===== src/rtl/fpsr_pkg.sv =====
package fpsr_pkg;
  localparam int N_EXC     = 5;
  localparam int CSR_W     = 32;
  localparam int RM_LSB    = 0;
  localparam int RM_W      = 2;
  localparam int FLAG_LSB  = 2;
  localparam int EN_LSB    = FLAG_LSB + N_EXC;
  localparam int CAUSE_LSB = EN_LSB + N_EXC;
  localparam int DN_BIT    = 18;

  localparam logic [RM_W-1:0]  RM_TRUNC = 2'b01;
  localparam logic [CSR_W-1:0] WR_MASK  = 32'h0005_FFFF;

  // bit order inside every exception field
  localparam int EXC_I = 0;
  localparam int EXC_U = 1;
  localparam int EXC_O = 2;
  localparam int EXC_Z = 3;
  localparam int EXC_V = 4;

  typedef logic [N_EXC-1:0] exc_t;
endpackage


===== src/rtl/fpsr_cause_gen.sv =====
module fpsr_cause_gen
  import fpsr_pkg::*;
(
  input  exc_t raw_flags,
  input  logic recip_sqrt,
  output exc_t cause
);
  // reciprocal sqrt approximation is never exact: report inexact when nothing else fired
  always_comb begin
    cause = raw_flags;
    if (recip_sqrt && (raw_flags == '0)) cause[EXC_I] = 1'b1;
  end
endmodule


===== src/rtl/fpsr_state.sv =====
module fpsr_state
  import fpsr_pkg::*;
(
  input  logic             clk,
  input  logic             rst_n,
  input  logic             wr_en,
  input  logic [CSR_W-1:0] wr_data,
  input  logic             op_accept,
  input  exc_t             cause_in,
  output logic [CSR_W-1:0] csr,
  output exc_t             enables,
  output logic [RM_W-1:0]  rmode,
  output logic             dn
);
  logic [RM_W-1:0] rm_q;
  exc_t            flag_q, en_q, cause_q;
  logic            dn_q;

  logic unused_wr_bits;
  assign unused_wr_bits = ^(wr_data & ~WR_MASK);

  always_ff @(posedge clk or negedge rst_n) begin
    if (!rst_n) begin
      rm_q <= '0;
      en_q <= '0;
      dn_q <= 1'b0;
    end else if (wr_en) begin
      rm_q <= wr_data[RM_LSB +: RM_W];
      en_q <= wr_data[EN_LSB +: N_EXC];
      dn_q <= wr_data[DN_BIT];
    end
  end

  // per-kind cause and sticky flag bits
  for (genvar k = 0; k < N_EXC; k++) begin : g_kind
    always_ff @(posedge clk or negedge rst_n) begin
      if (!rst_n) begin
        cause_q[k] <= 1'b0;
        flag_q[k]  <= 1'b0;
      end else if (wr_en) begin
        cause_q[k] <= wr_data[CAUSE_LSB + k];
        flag_q[k]  <= wr_data[FLAG_LSB + k];
      end else if (op_accept) begin
        cause_q[k] <= cause_in[k];
        flag_q[k]  <= flag_q[k] | cause_in[k];
      end
    end
  end

  always_comb begin
    csr                       = '0;
    csr[RM_LSB +: RM_W]       = rm_q;
    csr[FLAG_LSB +: N_EXC]    = flag_q;
    csr[EN_LSB +: N_EXC]      = en_q;
    csr[CAUSE_LSB +: N_EXC]   = cause_q;
    csr[DN_BIT]               = dn_q;
  end

  assign enables = en_q;
  assign rmode   = rm_q;
  assign dn      = dn_q;
endmodule


===== src/rtl/fpsr_trap_gen.sv =====
module fpsr_trap_gen
  import fpsr_pkg::*;
#(
  parameter int                 CODE_W = 12,
  parameter logic [CODE_W-1:0]  CODE   = 12'h120
) (
  input  logic              clk,
  input  logic              rst_n,
  input  logic              op_accept,
  input  exc_t              cause,
  input  exc_t              enables,
  output logic              trap_req,
  output logic [CODE_W-1:0] trap_code
);
  logic trap_q;

  always_ff @(posedge clk or negedge rst_n) begin
    if (!rst_n) trap_q <= 1'b0;
    else        trap_q <= op_accept && ((cause & enables) != '0);
  end

  assign trap_req  = trap_q;
  assign trap_code = trap_q ? CODE : '0;
endmodule


===== src/rtl/fpsr_ctrl.sv =====
module fpsr_ctrl
  import fpsr_pkg::*;
#(
  parameter int                TRAP_CODE_W = 12,
  parameter logic [TRAP_CODE_W-1:0] TRAP_CODE = 12'h120
) (
  input  logic                   clk,
  input  logic                   rst_n,
  input  logic                   wr_en,
  input  logic [31:0]            wr_data,
  input  logic                   op_done,
  input  logic [4:0]             op_flags,
  input  logic                   op_recip_sqrt,
  output logic [31:0]            csr_value,
  output logic                   round_trunc,
  output logic                   flush_denorm,
  output logic                   trap_req,
  output logic [TRAP_CODE_W-1:0] trap_code
);
  exc_t            cause_new, enables;
  logic [RM_W-1:0] rmode;
  logic            dn;
  logic            op_accept;

  // a write in the same cycle discards the completion
  assign op_accept = op_done && !wr_en;

  fpsr_cause_gen u_cause (
    .raw_flags  (op_flags),
    .recip_sqrt (op_recip_sqrt),
    .cause      (cause_new)
  );

  fpsr_state u_state (
    .clk       (clk),
    .rst_n     (rst_n),
    .wr_en     (wr_en),
    .wr_data   (wr_data),
    .op_accept (op_accept),
    .cause_in  (cause_new),
    .csr       (csr_value),
    .enables   (enables),
    .rmode     (rmode),
    .dn        (dn)
  );

  fpsr_trap_gen #(.CODE_W(TRAP_CODE_W), .CODE(TRAP_CODE)) u_trap (
    .clk       (clk),
    .rst_n     (rst_n),
    .op_accept (op_accept),
    .cause     (cause_new),
    .enables   (enables),
    .trap_req  (trap_req),
    .trap_code (trap_code)
  );

  assign round_trunc  = (rmode == RM_TRUNC);
  assign flush_denorm = dn;
endmodule


===== config.mk =====
export PLATFORM = sky130hd
export DESIGN_NAME = fpsr_ctrl
export DESIGN_NICKNAME = d
export VERILOG_FILES = /design/src/rtl/fpsr_pkg.sv /design/src/rtl/fpsr_cause_gen.sv /design/src/rtl/fpsr_state.sv /design/src/rtl/fpsr_trap_gen.sv /design/src/rtl/fpsr_ctrl.sv
export SDC_FILE = /design/constraint.sdc
export NUM_CORES = 1
export LEC_CHECK = 0
export BUFFER_PORTS_ARGS = -buffer_cell sky130_fd_sc_hd__buf_2
export CAP_MARGIN = 10
export CORE_ASPECT_RATIO = 1.4
export CORE_MARGIN = 10
export CORE_UTILIZATION = 30
export DETAILED_ROUTE_END_ITERATION = 8
export GPL_TIMING_DRIVEN = 1
export PLACE_DENSITY = 0.7
export SLEW_MARGIN = 20
export SYNTH_ARGS = -nofsm -noshare
export SYNTH_HDL_FRONTEND = slang
export SYNTH_HIERARCHICAL = 1
export SYNTH_SLANG_ARGS = --single-unit

===== constraint.sdc =====
create_clock -name clk -period 1.4 [get_ports clk]
set_input_delay 0.14 -clock clk [delete_from_list [all_inputs] [get_ports clk]]
set_output_delay 0.14 -clock clk [all_outputs]
set_load 0.005 [all_outputs]

**Word level (Yosys, flattened, before mapping)**

Cells that the tools add are included.

- Bits in registers: 19
- Input port bits: 42
- Output and inout bits: 47
- Word-level logic and storage cells: 50

- Equal/unequal tests: 1
- Multiplexer cells: 22
- Bitwise logic cells: 6
- Reduce and logical (&&, ||, !) cells: 7

Operators by type and width:

| cell | number |
|---|---|
| 1-bit 2-to-1 mux | 21 |
| 9-bit 2-to-1 mux | 1 |
| 5-bit bitwise AND | 1 |
| 5-bit logical NOT | 1 |
| 1-bit OR | 5 |
| 5-bit nonzero test | 1 |
| 1-bit logical AND | 3 |
| 2-bit by 1-bit equality test with 1-bit output, second input constant | 1 |
| 2-bit nonzero test | 1 |
| 1-bit logical NOT | 1 |

**Depth between registers and ports, before layout**

- Word-level depth: 6
- Gate-level depth with buffers: 4
- Gate-level depth less buffers: 4

**Cells and area by module**

Netlist, hierarchy kept.

Modules (own cells, without submodules):

| module | times used | cells each | area an instance (sq um) | sequential area each (sq um) |
|---|---|---|---|---|
| fpsr_state | 1 | 83 | 980.9 | 450.4 |
| fpsr_trap_gen | 1 | 17 | 143.9 | 25.0 |
| fpsr_cause_gen | 1 | 6 | 47.5 | 0.0 |
| fpsr_ctrl | 1 | 2 | 27.5 | 0.0 |

**Worst setup path after synthesis**

Ideal clock, no wire load.

- Path kind: in2reg
- Start point: input port op_flags[1]
- End point: register u_trap.trap_q (netlist: u_trap/trap_req)
- Setup time: 0.078 ns
- Arrival time: 1.054 ns
- Data required time: 1.322 ns
- Path slack: 0.268 ns
- Cell stages on the path: 4
- Path buffers: 0
- Path through: or4b_1 > o21bai_1 > a222oi_1 > a21boi_1

- Cells in the longest elaborated chain, start to end: 6

RTL lines:

| item | line | RTL |
|---|---|---|
| from (decl) | fpsr_ctrl.sv:12 | `input logic [4:0] op_flags,` |
| 5-bit logical NOT | fpsr_cause_gen.sv:11 | `if (recip_sqrt && (raw_flags == '0)) cause[EXC_I] = 1'b1;` |
| 1-bit logical AND | fpsr_cause_gen.sv:11 |  |
| 1-bit 2-to-1 mux | fpsr_cause_gen.sv:11 |  |
| named net cause_new[0] | fpsr_ctrl.sv:20 | `exc_t cause_new, enables;` |
| 5-bit bitwise AND | fpsr_trap_gen.sv:19 | `else trap_q <= op_accept && ((cause & enables) != '0);` |
| 5-bit nonzero test | fpsr_trap_gen.sv:19 |  |
| 1-bit logical AND | fpsr_trap_gen.sv:19 |  |
| to (signal assigned) | fpsr_trap_gen.sv:19 |  |
| to (decl) | fpsr_trap_gen.sv:15 | `logic trap_q;` |

The timed path passes the listed nets, and every way through them passes these cells.
A chain may end at the register's enable or synchronous reset.

**Worst setup path after layout**

Same ends and word-level chain as after synthesis.

==> results.toml <==
[run_status]
outcome = "finished, final reports clean"

[critical_path]
required_ns = 1.59
cp-start-kind = "input pin"
max_stage_delay_ns = 0.51
reg2reg_depth = 2
cp_slowest_cell = "or4b_1"
arrival_ns = 1.32
critical_path_buf_inv_count = 1
path_class = "in2reg"
end_kind = "flop"
crit_path_max_fanout = 3
cp.depth = 5
worstSetupStartpoint = "op_flags[1]"
worstReg2RegStart = "u_state/enables[3]"
cp_cell_sequence = "buf_2 -> or4b_1 -> o21bai_1 -> a222oi_1 -> a21boi_1"
crit_family = "compound AO/OA/AOI/OAI gates"

[logic_synthesis]
yosys-top-cells-area = "dfrtp_1 40%, buf_4 24%, mux2_4 10%"
synthCells = 108
syn_area_um2 = 1200
synth_top_area_share = 0.396
yosysTopAreaCell = "dfrtp_1"
synth-warning-count = 6
synth_cell_type_count = 15
syn_area_per_cell_um2 = 11.1
ys_ff_latch = 19
yosysSeqAreaShare = 0.396

[floorplan]
die_h_um = 94.8
die_area_um2 = 6970
die_w_um = 73.5
core.rowCount = 27
start_util = 0.309
coreArea_um2 = 3880
ios = 89

[cts]
root_buffer = "clkbuf_8"
clock_sink_count = 19
cts_buffer_depth = 2
cts_setup_buffers = 0
clk_pin_slew_ns = 0.07
cts_made_buffers = 3
cts_hold_buf = 1
cts_tree = "done"
postCtsResizedCells = 0
clk_latency_ns = 0.26
htreeDepth = 1

[flow_run]
cap_violations = 0

[drt]
drt-total-wl_mm = 2.78
first_pass_iters = 4
drcViolationCount = 0
met2_length_mm = 1.39
m1WireLength_um = 985
ant_nets = 0
route.top_layer_used = "met4"
via_count = 792
viasPerCell = 4.17
wire_per_inst_um = 14.6
drtIter0Drc = 14
wl_met3_um = 363

[min_path]
min_path_cells = 3
min_from = "wr_data[13]"
worstHoldPathType = "in2reg"

[sta]
hold_viol = 0
fin_skew_ns = 0.00164
fin_crit_ns = 1.13
period_share = 0.809
slew_violations = 0
max_freq_mhz = 883
setup_viol = 0
whs_ns = 0.0839
worst_slack_ns = 0.268
rsz0062_at_grt = "false"
tns_ns = 0

[pwr]
cellPowerDensity_nw_per_um2 = 975
vdd_drop_max_uv = 491
p_leak_uw = 0.000725

[global_routing]
grt_first_pass_wirelength_mm = 4.11
grt_max_degree = 29
grt_pass1_vias = 831
grt_usage = 0.0748
grt_overflow = 0
antenna_found_initial = 0

[finish]
nets = 190
drive_above_1_share = 0.531
final_area_um2 = 1350
area_delta_synth_final_pct = 12.2
antenna_cells = 0

[placed_design]
portBuffers = 50
pre_cts_ws_ns = -0.0162
place_area_um2 = 1290
place_hpwl_mm = 2.30
place.gp.congestion = 0.690
[layer usage]
metal	up-vias	global-route usage
met5	-	0
met4	0	0.0280
met3	5	0.0336
met2	45	0.127
met1	364	0.0787
li1	378	-
[stage by stage]
| stage | util | power [uW] | cells |
|---|---|---|---|
| 2_1_floorplan | - | 897 | 130 |
| 3_3_place_gp | 0.332 | 939 | 185 |
| 3_5_place_dp | 0.332 | 945 | 185 |
| 4_1_cts | 0.347 | 1340 | 190 |
| 5_1_grt | 0.347 | 1400 | 190 |
| 6_report | 0.347 | 1310 | 190 |
[path summary, 6_finish.rpt]
path,to,slack (ns)
hold reg to reg,u_state/csr[3],0.51
setup reg to reg,u_trap/trap_req,0.39
setup / recovery,u_trap/trap_req,0.27
min in group asynchronous,u_state/csr[14],0.35
max in group asynchronous,u_trap/trap_req,0.75
hold / removal,u_state/csr[13],0.08
[power by group]
group          total, uW  leakage, uW  internal, uW  switching, uW
sequential           637     0.000227           602           34.6
combinational        294     0.000472           153            141
clock                383    0.0000255           198            185
total               1310     0.000725           953            360
[Yosys cell counts]
master    instances
a21boi_1          1
a21oi_1           5
a222oi_1          1
a22oi_1           1
buf_4            39
buf_6             3
conb_1            2
dfrtp_1          19
mux2_4            8
mux2i_1           5
nand2_1          10
nor2b_4           2
o21ai_2          10
o21bai_1          1
or4b_1            1
[placed cells by master, fill, tap and decap left out, types with 2 or more instances in the layout]
| cell | n |
|---|---|
| conb_1 | 24 |
| mux2_4 | 8 |
| nor2b_4 | 2 |
| dfrtp_1 | 19 |
| buf_4 | 4 |
| o21ai_2 | 10 |
| buf_2 | 50 |
| clkbuf_8 | 3 |
| mux2i_1 | 5 |
| a21oi_1 | 5 |
| nand2_1 | 10 |
[worst reg2reg max path, stage by stage, from the launching register on]
cell      delay [ns]
dfrtp_1         0.40
a222oi_1        0.38
a21boi_1        0.11
[cell type report]
type | instances | area, um2
clock buffers | 3 | 41.3
clock inverters | 1 | 5.00
fillers | 430 | 2540
multi-input cells | 69 | 480
flip-flops and latches | 19 | 475
well taps | 43 | 53.8
repair buffers | 55 | 290
[kinds of logic after synthesis]
group,after synthesis,synth area share
flops,19,0.396
buf+inv,42,0.272
mux,13,0.142
simple gates,13,0.0626
other cells,2,0.00626
compound gates,19,0.121
[sequential cells by signal, indices dropped and copies added (netlist names)]
| name | count |
|---|---|
| u_state/csr | 10 |
| u_state/enables | 5 |
| u_state/dn | 1 |
| u_state/rmode | 2 |
| u_trap/trap_req | 1 |
(Power assumes the default switching activity.)
